## src/rtl/alu_slice_pkg.sv

```systemverilog
// Package: shared encodings for the bit-sliced ALU.
// Assumes op_code[2] is the B invert and op_code[1:0] is the result select.
package alu_slice_pkg;

    // Result source selected by op_code[1:0]
    typedef enum logic [1:0] {
        SRC_AND  = 2'b00,
        SRC_OR   = 2'b01,
        SRC_SUM  = 2'b10,
        SRC_LESS = 2'b11
    } result_src_e;

    localparam int SEL_LINES = 4;

    // Full operation codes
    localparam logic [2:0] OPC_AND = 3'b000;
    localparam logic [2:0] OPC_OR  = 3'b001;
    localparam logic [2:0] OPC_ADD = 3'b010;
    localparam logic [2:0] OPC_SUB = 3'b110;
    localparam logic [2:0] OPC_SLT = 3'b111;

endpackage

```

## src/rtl/alu_ctrl_driver.sv

```systemverilog
// Module: alu_ctrl_driver
// Turns the 3-bit operation code into the shared control lines that run to
// every slice: one B-invert line and one-hot result-select lines.
// Assumes: purely combinational; the one-hot lines are bit-indexed by
// result_src_e.
module alu_ctrl_driver
    import alu_slice_pkg::*;
(
    input  logic [2:0]           op_code,
    output logic                 inv_b,
    output logic [SEL_LINES-1:0] sel_oh
);

    result_src_e src;

    // Split the code into invert and source fields
    always_comb begin
        inv_b = op_code[2];
        src   = result_src_e'(op_code[1:0]);
    end

    // One select line per result source
    for (genvar k = 0; k < SEL_LINES; k++) begin : g_sel
        assign sel_oh[k] = (src == result_src_e'(k));
    end

endmodule

```

## src/rtl/alu_full_adder.sv

```systemverilog
// Module: alu_full_adder
// One-bit full adder used inside each ALU slice.
// Assumes: purely combinational.
module alu_full_adder (
    input  logic x,
    input  logic y,
    input  logic ci,
    output logic s,
    output logic co
);

    logic prop;

    // Sum and carry from propagate/generate terms
    always_comb begin
        prop = x ^ y;
        s    = prop ^ ci;
        co   = (x & y) | (prop & ci);
    end

endmodule

```

## src/rtl/alu_bit_slice.sv

```systemverilog
// Module: alu_bit_slice
// One bit of the ALU: conditional B inversion, AND, OR, full adder and a
// one-hot result selector. The adder sum bit is also brought out as set_bit.
// Assumes: sel_oh is one-hot and indexed by result_src_e.
module alu_bit_slice
    import alu_slice_pkg::*;
(
    input  logic                 a_bit,
    input  logic                 b_bit,
    input  logic                 carry_in,
    input  logic                 less_in,
    input  logic                 inv_b,
    input  logic [SEL_LINES-1:0] sel_oh,
    output logic                 res_bit,
    output logic                 carry_out,
    output logic                 set_bit
);

    logic b_eff;
    logic and_v;
    logic or_v;
    logic sum_v;
    logic [SEL_LINES-1:0] cand;

    // Second operand after optional inversion
    always_comb b_eff = b_bit ^ inv_b;

    // Logic-unit outputs
    always_comb begin
        and_v = a_bit & b_eff;
        or_v  = a_bit | b_eff;
    end

    alu_full_adder u_fa (
        .x  (a_bit),
        .y  (b_eff),
        .ci (carry_in),
        .s  (sum_v),
        .co (carry_out)
    );

    // Gate each candidate with its select line, then merge
    always_comb begin
        cand[SRC_AND]  = and_v   & sel_oh[SRC_AND];
        cand[SRC_OR]   = or_v    & sel_oh[SRC_OR];
        cand[SRC_SUM]  = sum_v   & sel_oh[SRC_SUM];
        cand[SRC_LESS] = less_in & sel_oh[SRC_LESS];
        res_bit        = |cand;
        set_bit        = sum_v;
    end

endmodule

```

## src/rtl/ripple_slt_alu.sv

```systemverilog
// Module: ripple_slt_alu
// WIDTH-bit ALU made of identical slices with a ripple carry chain. The
// carry into slice 0 is the B-invert line. The top slice's sum bit feeds the
// less input of slice 0; every other less input is tied low.
// Assumes: purely combinational; signed compare uses only the sign of the
// wrapped difference (no overflow correction).
module ripple_slt_alu
    import alu_slice_pkg::*;
#(
    parameter int WIDTH = 8
) (
    input  logic [WIDTH-1:0] opnd_a,
    input  logic [WIDTH-1:0] opnd_b,
    input  logic [2:0]       op_code,
    output logic [WIDTH-1:0] alu_out,
    output logic             carry_top
);

    localparam int MSB = WIDTH - 1;

    logic                 inv_b;
    logic [SEL_LINES-1:0] sel_oh;
    logic [WIDTH:0]       chain;
    logic [WIDTH-1:0]     set_vec;
    logic [WIDTH-1:0]     less_vec;

    alu_ctrl_driver u_ctrl (
        .op_code (op_code),
        .inv_b   (inv_b),
        .sel_oh  (sel_oh)
    );

    // Carry seed and top carry out
    assign chain[0]  = inv_b;
    assign carry_top = chain[WIDTH];

    // Less routing: top sum bit to slice 0, others low
    always_comb begin
        less_vec    = '0;
        less_vec[0] = set_vec[MSB];
    end

    for (genvar i = 0; i < WIDTH; i++) begin : g_slice
        alu_bit_slice u_slice (
            .a_bit     (opnd_a[i]),
            .b_bit     (opnd_b[i]),
            .carry_in  (chain[i]),
            .less_in   (less_vec[i]),
            .inv_b     (inv_b),
            .sel_oh    (sel_oh),
            .res_bit   (alu_out[i]),
            .carry_out (chain[i+1]),
            .set_bit   (set_vec[i])
        );
    end

    // Port-level checks of the main operations
    always_comb begin
        if (op_code == OPC_ADD) begin
            assert_add_sum_R2: assert ({carry_top, alu_out} ==
                ({1'b0, opnd_a} + {1'b0, opnd_b}))
                else $error("R2 add mismatch");
        end
        if (op_code == OPC_SUB) begin
            assert_sub_diff_R3: assert (alu_out == WIDTH'(opnd_a - opnd_b))
                else $error("R3 sub mismatch");
            assert_sub_carry_R7: assert (carry_top == (opnd_a >= opnd_b))
                else $error("R7 sub carry mismatch");
        end
        if (op_code == OPC_AND) begin
            assert_and_R4: assert (alu_out == (opnd_a & opnd_b))
                else $error("R4 and mismatch");
        end
        if (op_code == OPC_OR) begin
            assert_or_R5: assert (alu_out == (opnd_a | opnd_b))
                else $error("R5 or mismatch");
        end
        if (op_code[1:0] == SRC_LESS) begin
            assert_less_upper_zero_R6: assert (alu_out[MSB:1] == '0)
                else $error("R6 upper bits not zero");
        end
    end

endmodule

```

## config.mk

```make
export PLATFORM = sky130hd
export DESIGN_NAME = ripple_slt_alu
export DESIGN_NICKNAME = d
export VERILOG_FILES = /design/src/rtl/alu_slice_pkg.sv /design/src/rtl/alu_ctrl_driver.sv /design/src/rtl/alu_full_adder.sv /design/src/rtl/alu_bit_slice.sv /design/src/rtl/ripple_slt_alu.sv
export SDC_FILE = /design/constraint.sdc
export NUM_CORES = 1
export LEC_CHECK = 0
export BUFFER_PORTS_ARGS = -buffer_cell sky130_fd_sc_hd__buf_4
export CELL_PAD_IN_SITES_DETAIL_PLACEMENT = 0
export CELL_PAD_IN_SITES_GLOBAL_PLACEMENT = 2
export CORE_ASPECT_RATIO = 0.6
export CORE_MARGIN = 4
export CORE_UTILIZATION = 32
export DETAILED_ROUTE_END_ITERATION = 8
export PLACE_DENSITY_LB_ADDON = 0.1
export SLEW_MARGIN = 20
export SYNTH_ARGS = -nofsm -noshare
export SYNTH_HDL_FRONTEND = slang
export SYNTH_SLANG_ARGS = --single-unit
```

## constraint.sdc

```tcl
create_clock -name vclk -period 13.1
set_input_delay 1.31 -clock vclk [all_inputs]
set_output_delay 1.31 -clock vclk [all_outputs]
set_load 0.01 [all_outputs]
```

==> flow_results.xml, run 1 <==
<?xml version="1.0" encoding="UTF-8"?>
<metrics>
  <group name="sta">
    <metric name="rsz0062_at_grt" unit="">false</metric>
    <metric name="finalMaxSlewViolations" unit="">0</metric>
    <metric name="layout_min_cycle_time" unit="ps">6340</metric>
    <metric name="final.setup.worst_slack" unit="ps">6760</metric>
    <metric name="max_slew.worst_pin.slew" unit="ps">338</metric>
    <metric name="share_of_the_clock_period_used_by_the_worst_path" unit="%">48.4</metric>
    <metric name="achievable_freq" unit="MHz">158</metric>
    <metric name="finalSetupViolCount" unit="">0</metric>
    <metric name="hold_violations" unit="">0</metric>
    <metric name="worst_slew_margin_rel" unit="%">77.4</metric>
    <metric name="fin_setup_tns" unit="ps">0</metric>
  </group>
  <group name="detailed_routing">
    <metric name="final_antenna_net_count" unit="">0</metric>
    <metric name="remaining_drc_errors" unit="">0</metric>
    <metric name="viasPerCell" unit="">4.31</metric>
    <metric name="dr_total_vias" unit="">617</metric>
    <metric name="drtPass1Iterations" unit="">3</metric>
    <metric name="first_iter_violations" unit="">17</metric>
    <metric name="routedWlPerCell" unit="um">11.0</metric>
    <metric name="routed_wirelength" unit="um">1580</metric>
  </group>
  <group name="worst_setup_path">
    <metric name="critPathKind" unit="">in -&gt; out</metric>
    <metric name="worst_ep_required_time" unit="ps">11790</metric>
    <metric name="endpoint_kind" unit="">output pin</metric>
    <metric name="cp.arrival" unit="ps">5030</metric>
    <metric name="max_stage_delay" unit="ps">430</metric>
    <metric name="setup.worst_path.start_class" unit="">primary input</metric>
    <metric name="worst_path_max_delay_cell" unit="">fa_1</metric>
    <metric name="critical_path.cell_chain" unit="">buf_4 -&gt; mux2_2 -&gt; fa_1 -&gt; fa_1 -&gt; fa_1 -&gt; fa_1 -&gt; fa_1 -&gt; fa_1 -&gt; inv_1 -&gt; fa_1 -&gt; nand2_1 -&gt; o211ai_1 -&gt; o21ai_1 -&gt; buf_4</metric>
    <metric name="critical_path.most_common_cell" unit="">fa_1</metric>
    <metric name="worstPathMaxFanout" unit="">10</metric>
  </group>
  <group name="floorplan">
    <metric name="core.rowCount" unit="">13</metric>
    <metric name="floorplan.initialDensity" unit="%">35.1</metric>
    <metric name="die-area" unit="um^2">3370</metric>
    <metric name="core_area" unit="um^2">2260</metric>
    <metric name="ios" unit="">28</metric>
    <metric name="die_h" unit="um">46.6</metric>
    <metric name="floorplan.die.width" unit="um">72.3</metric>
  </group>
  <group name="final_layout">
    <metric name="post-route-util" unit="%">41.4</metric>
    <metric name="num-clock-buffers" unit="">0</metric>
    <metric name="drive_above_1_share" unit="%">31.0</metric>
    <metric name="filler_cell_count" unit="">235</metric>
    <metric name="number_of_sequential_cells" unit="">0</metric>
    <metric name="ff_latch_area" unit="um^2">0</metric>
    <metric name="synthToLayoutAreaGrowth" unit="%">18.0</metric>
    <metric name="final_cell_mix" unit="">buf_4, inv_1, ha_1</metric>
    <metric name="antenna_cells" unit="">0</metric>
    <metric name="layout.cells.most_common" unit="">buf_4</metric>
    <metric name="finalNetCount" unit="">157</metric>
  </group>
  <group name="power">
    <metric name="worst_ir_drop_vdd" unit="V">0.0000160</metric>
    <metric name="power.density" unit="nW/um^2">41.3</metric>
    <metric name="total_leakage_power" unit="uW">0.000522</metric>
  </group>
  <group name="global_route">
    <metric name="pin_count_of_the_biggest_net_entering_global_routing" unit="">18</metric>
    <metric name="globalRoute.totalOverflow" unit="">0</metric>
    <metric name="vias_in_the_first_global_route" unit="">563</metric>
    <metric name="grt_pass1_wl" unit="um">2570</metric>
    <metric name="gr-usage-all-layers" unit="%">9.58</metric>
    <metric name="antenna_found_initial" unit="">0</metric>
  </group>
  <group name="synthesis">
    <metric name="yosys_top_cell_area_share" unit="%">25.2</metric>
    <metric name="post_synth.cell_area_avg" unit="um^2">8.18</metric>
    <metric name="synth.largest_area_cell" unit="">ha_1</metric>
    <metric name="syn-num-nets" unit="">139</metric>
    <metric name="netlist_top_cells_area" unit="">ha_1, fa_1, xor2_1, inv_1, buf_4</metric>
    <metric name="yosys_warnings" unit="">0</metric>
    <metric name="yosysSeqAreaShare" unit="%">0</metric>
    <metric name="synthesis.area" unit="um^2">793</metric>
    <metric name="number_of_distinct_library_cell_variants_in_the_gate_level_netlist_after_synthesis" unit="">16</metric>
    <metric name="synth_cells" unit="">97</metric>
  </group>
  <group name="placed_design">
    <metric name="buffer_ports.inserted" unit="">28</metric>
    <metric name="place_congestion" unit="">0.757</metric>
    <metric name="dp.final_hpwl" unit="um">1420</metric>
    <metric name="post-place-ws" unit="ps">6740</metric>
  </group>
  <group name="run_status">
    <metric name="outcome" unit="">finished clean</metric>
  </group>
  <group name="clock_network">
    <metric name="cts-hold-fix-buffers" unit="">0</metric>
    <metric name="post-cts-setup-buffer-count" unit="">0</metric>
    <metric name="ctsResizeCount" unit="">0</metric>
  </group>
  <group name="flow_run">
    <metric name="drv.max_cap_violation_count" unit="">0</metric>
  </group>
  <group name="min_path">
    <metric name="min_path_cells" unit="">3</metric>
    <metric name="worstHoldPathType" unit="">in -&gt; out</metric>
  </group>
</metrics>
-- metal layers --
layer	track usage [%]	wire, um
met1	13.5	769
met2	17.0	727
met3	0.871	81
met4	0	0
met5	0	0
-- power breakdown --
group	internal [uW]	total (uW)	leakage [uW]	switching (uW)
combinational	18.8	38.7	0.000522	19.8
clock	0	0	0	0
sequential	0	0	0	0
-- path summary, 6_finish.rpt --
path / end / slack, ps / from
min: alu_out[7] / 2980 / op_code[1]
max: alu_out[0] / 6760 / op_code[2]
-- Yosys cell counts --
cell type	number
inv_1	20
ha_1	16
nand2_1	13
xor2_1	9
buf_4	8
fa_1	7
o21ai_0	5
o21ai_1	5
buf_6	4
o21ai_2	3
mux2i_1	2
inv_2	1
mux2_2	1
nor2b_4	1
o211ai_1	1
o22ai_2	1
-- cell type report --
class | instances | area [um^2] | share of cell area (%)
multi-input combinational | 64 | 609 | 65.1
timing repair buffer | 28 | 210 | 22.5
inverter | 21 | 78.8 | 8.42
tap | 30 | 37.5 | 4.01
-- cells by family (layout without fill, tap and decap cells) --
family / count (synthesis) / count (layout) / synth area share (%)
AO/OA/AOI/OAI: 15 / 15 / 12.1
XOR/XNOR: 9 / 9 / 9.94
adder cells (fa/ha/maj): 23 / 23 / 42.9
buffers and inverters: 33 / 49 / 23.2
multiplexers: 3 / 3 / 3.94
AND/OR/NAND/NOR: 14 / 14 / 7.89
-- worst max-delay path: cells and delay by family --
kind	cells	cell delay, ps
fa+ha+maj	7	2790
simple gates	1	90
mux	1	280
compound gates	2	170
buf+inv	3	360
-- through the flow --
| step | std cells | hold slack [ps] | cell area, um^2 | power, uW |
|---|---|---|---|---|
| final | 143 | 2980 | 936 | 38.7 |
| after global routing | 143 | 3010 | 936 | 44.1 |
| after CTS | 143 | 2990 | 936 | 39.8 |
| after detailed placement | 143 | 2990 | 936 | 39.7 |
| after global placement | 143 | 2990 | 936 | 38.8 |
| after floorplan | 97 | 2900 | 793 | 28.7 |
Power figures use the tool's default switching activity.
==> run 2, diff against run 1 <==
--- a/config.mk
+++ b/config.mk
@@ -10,7 +10,7 @@
 export CELL_PAD_IN_SITES_GLOBAL_PLACEMENT = 2
 export CORE_ASPECT_RATIO = 0.6
 export CORE_MARGIN = 4
-export CORE_UTILIZATION = 32
+export CORE_UTILIZATION = 30
 export DETAILED_ROUTE_END_ITERATION = 8
 export PLACE_DENSITY_LB_ADDON = 0.1
 export SLEW_MARGIN = 20
==> constraint.sdc (replaced) <==
create_clock -name vclk -period 6.1
set_input_delay 0.61 -clock vclk [all_inputs]
set_output_delay 0.61 -clock vclk [all_outputs]
set_load 0.01 [all_outputs]
==> run 2 against run 1 <==
Effect of this change: combinational power increased by 110%; critical path depth unchanged; largest power group unchanged; global-route usage decreased by 1.3 points; worst hold slack got worse by 1400 ps; die area increased by 5.7%; sequential cell count unchanged; non-clock buffer count unchanged; setup slack got worse by 5600 ps.
==> flow_results.xml, run 2 (synthesis gave the netlist of run 1 again) <==
<?xml version="1.0" encoding="UTF-8"?>
<metrics>
  <group name="sta">
    <metric name="final.hold.worst_slack" unit="ps">1580</metric>
    <metric name="finalSetupViolCount" unit="">0</metric>
    <metric name="fin_setup_tns" unit="ps">0</metric>
    <metric name="finalMaxSlewViolations" unit="">0</metric>
    <metric name="layout_min_cycle_time" unit="ps">4890</metric>
    <metric name="worst_slew_margin_rel" unit="%">78.4</metric>
    <metric name="rsz0062_at_grt" unit="">false</metric>
    <metric name="share_of_the_clock_period_used_by_the_worst_path" unit="%">80.2</metric>
    <metric name="achievable_freq" unit="MHz">204</metric>
    <metric name="hold_violations" unit="">0</metric>
    <metric name="max_slew.worst_pin.slew" unit="ps">323</metric>
  </group>
  <group name="final_layout">
    <metric name="num-clock-buffers" unit="">0</metric>
    <metric name="drive_above_1_share" unit="%">31.0</metric>
    <metric name="finalNetCount" unit="">157</metric>
    <metric name="stdcell_area" unit="um^2">938</metric>
    <metric name="final_cell_mix" unit="">buf_4, inv_1, ha_1</metric>
    <metric name="post-route-util" unit="%">37.2</metric>
    <metric name="number_of_sequential_cells" unit="">0</metric>
    <metric name="layout.cells.most_common" unit="">buf_4</metric>
    <metric name="synthToLayoutAreaGrowth" unit="%">18.3</metric>
    <metric name="antenna_cells" unit="">0</metric>
    <metric name="ff_latch_area" unit="um^2">0</metric>
  </group>
  <group name="worst_setup_path">
    <metric name="endpoint_kind" unit="">output pin</metric>
    <metric name="cp.arrival" unit="ps">4280</metric>
    <metric name="worstPathMaxFanout" unit="">10</metric>
    <metric name="worstSetupStartpoint" unit="">op_code[2]</metric>
    <metric name="worst_ep_required_time" unit="ps">5490</metric>
    <metric name="critPathKind" unit="">in -&gt; out</metric>
    <metric name="setup.worst_path.start_class" unit="">primary input</metric>
  </group>
  <group name="floorplan">
    <metric name="ios" unit="">28</metric>
    <metric name="core.rowCount" unit="">14</metric>
    <metric name="core_area" unit="um^2">2520</metric>
    <metric name="die-area" unit="um^2">3560</metric>
    <metric name="floorplan.initialDensity" unit="%">31.4</metric>
    <metric name="die_h" unit="um">47.8</metric>
    <metric name="floorplan.die.width" unit="um">74.4</metric>
  </group>
  <group name="min_path">
    <metric name="min_from" unit="">op_code[1]</metric>
    <metric name="worstHoldPathType" unit="">in -&gt; out</metric>
  </group>
  <group name="clock_network">
    <metric name="post-cts-setup-buffer-count" unit="">0</metric>
    <metric name="cts-hold-fix-buffers" unit="">0</metric>
    <metric name="ctsResizeCount" unit="">0</metric>
  </group>
  <group name="global_route">
    <metric name="grt-busiest-layer" unit="">met2</metric>
    <metric name="gr-usage-all-layers" unit="%">8.24</metric>
    <metric name="grt_use_met1" unit="%">12.6</metric>
    <metric name="antenna_found_initial" unit="">0</metric>
    <metric name="globalRoute.totalOverflow" unit="">0</metric>
    <metric name="vias_in_the_first_global_route" unit="">511</metric>
    <metric name="grt_pass1_wl" unit="um">2280</metric>
    <metric name="use_met2" unit="%">14.0</metric>
    <metric name="pin_count_of_the_biggest_net_entering_global_routing" unit="">18</metric>
    <metric name="globalRouteMet3Util" unit="%">0.210</metric>
  </group>
  <group name="detailed_routing">
    <metric name="dr_total_vias" unit="">582</metric>
    <metric name="routedWlPerCell" unit="um">10.2</metric>
    <metric name="remaining_drc_errors" unit="">0</metric>
    <metric name="routed_wirelength" unit="um">1470</metric>
    <metric name="viasPerCell" unit="">4.01</metric>
    <metric name="final_antenna_net_count" unit="">0</metric>
    <metric name="drtPass1Iterations" unit="">3</metric>
    <metric name="first_iter_violations" unit="">16</metric>
  </group>
  <group name="power">
    <metric name="worst_ir_drop_vdd" unit="V">0.0000355</metric>
    <metric name="power.total" unit="uW">81.0</metric>
    <metric name="total_leakage_power" unit="uW">0.000522</metric>
    <metric name="power.density" unit="nW/um^2">86.3</metric>
  </group>
  <group name="placed_design">
    <metric name="dp.final_hpwl" unit="um">1330</metric>
    <metric name="buffer_ports.inserted" unit="">28</metric>
    <metric name="place_congestion" unit="">0.696</metric>
    <metric name="post_dp_cell_area" unit="um^2">938</metric>
  </group>
  <group name="flow_run">
    <metric name="drv.max_cap_violation_count" unit="">0</metric>
  </group>
  <group name="run_status">
    <metric name="outcome" unit="">finished clean</metric>
  </group>
</metrics>
-- run 2: path summary, 6_finish.rpt --
path                         end  cells after the start
worst max-delay path  alu_out[0]                     14
worst min-delay path  alu_out[7]                      3
-- run 2: worst max-delay path, cell delays in order --
cell and delay (ps):
buf_4 170, mux2_2 280, fa_1 400, fa_1 400, fa_1 400, fa_1 380, fa_1 380, fa_1 360
inv_1 70, fa_1 440, nand2_1 90, o211ai_1 80, o21ai_1 80, buf_4 130
-- run 2: where the power goes --
part / switching [uW] / total (uW) / internal (uW)
sequential: 0 / 0 / 0
clock: 0 / 0 / 0
combinational: 41.3 / 81.0 / 39.7
-- run 2: routing by layer --
layer | routed length [um] | up-vias
li1 | - | 312
met1 | 725 | 257
met2 | 655 | 13
met3 | 90 | 0
met4 | 0 | 0
met5 | 0 | -
-- run 2: final cells by class --
class                      instances  area [um^2]
fill                             298         1580
multi-input combinational         64          609
timing repair buffer              28          210
inverter                          21         78.8
tap                               32         40.0
-- run 2: through the flow --
stage               worst slack (ps)  instances
CTS                             1160        145
global route                    1110        145
floorplan                       1400         97
detailed placement              1170        145
finish                          1210        145
global placement                1230        145
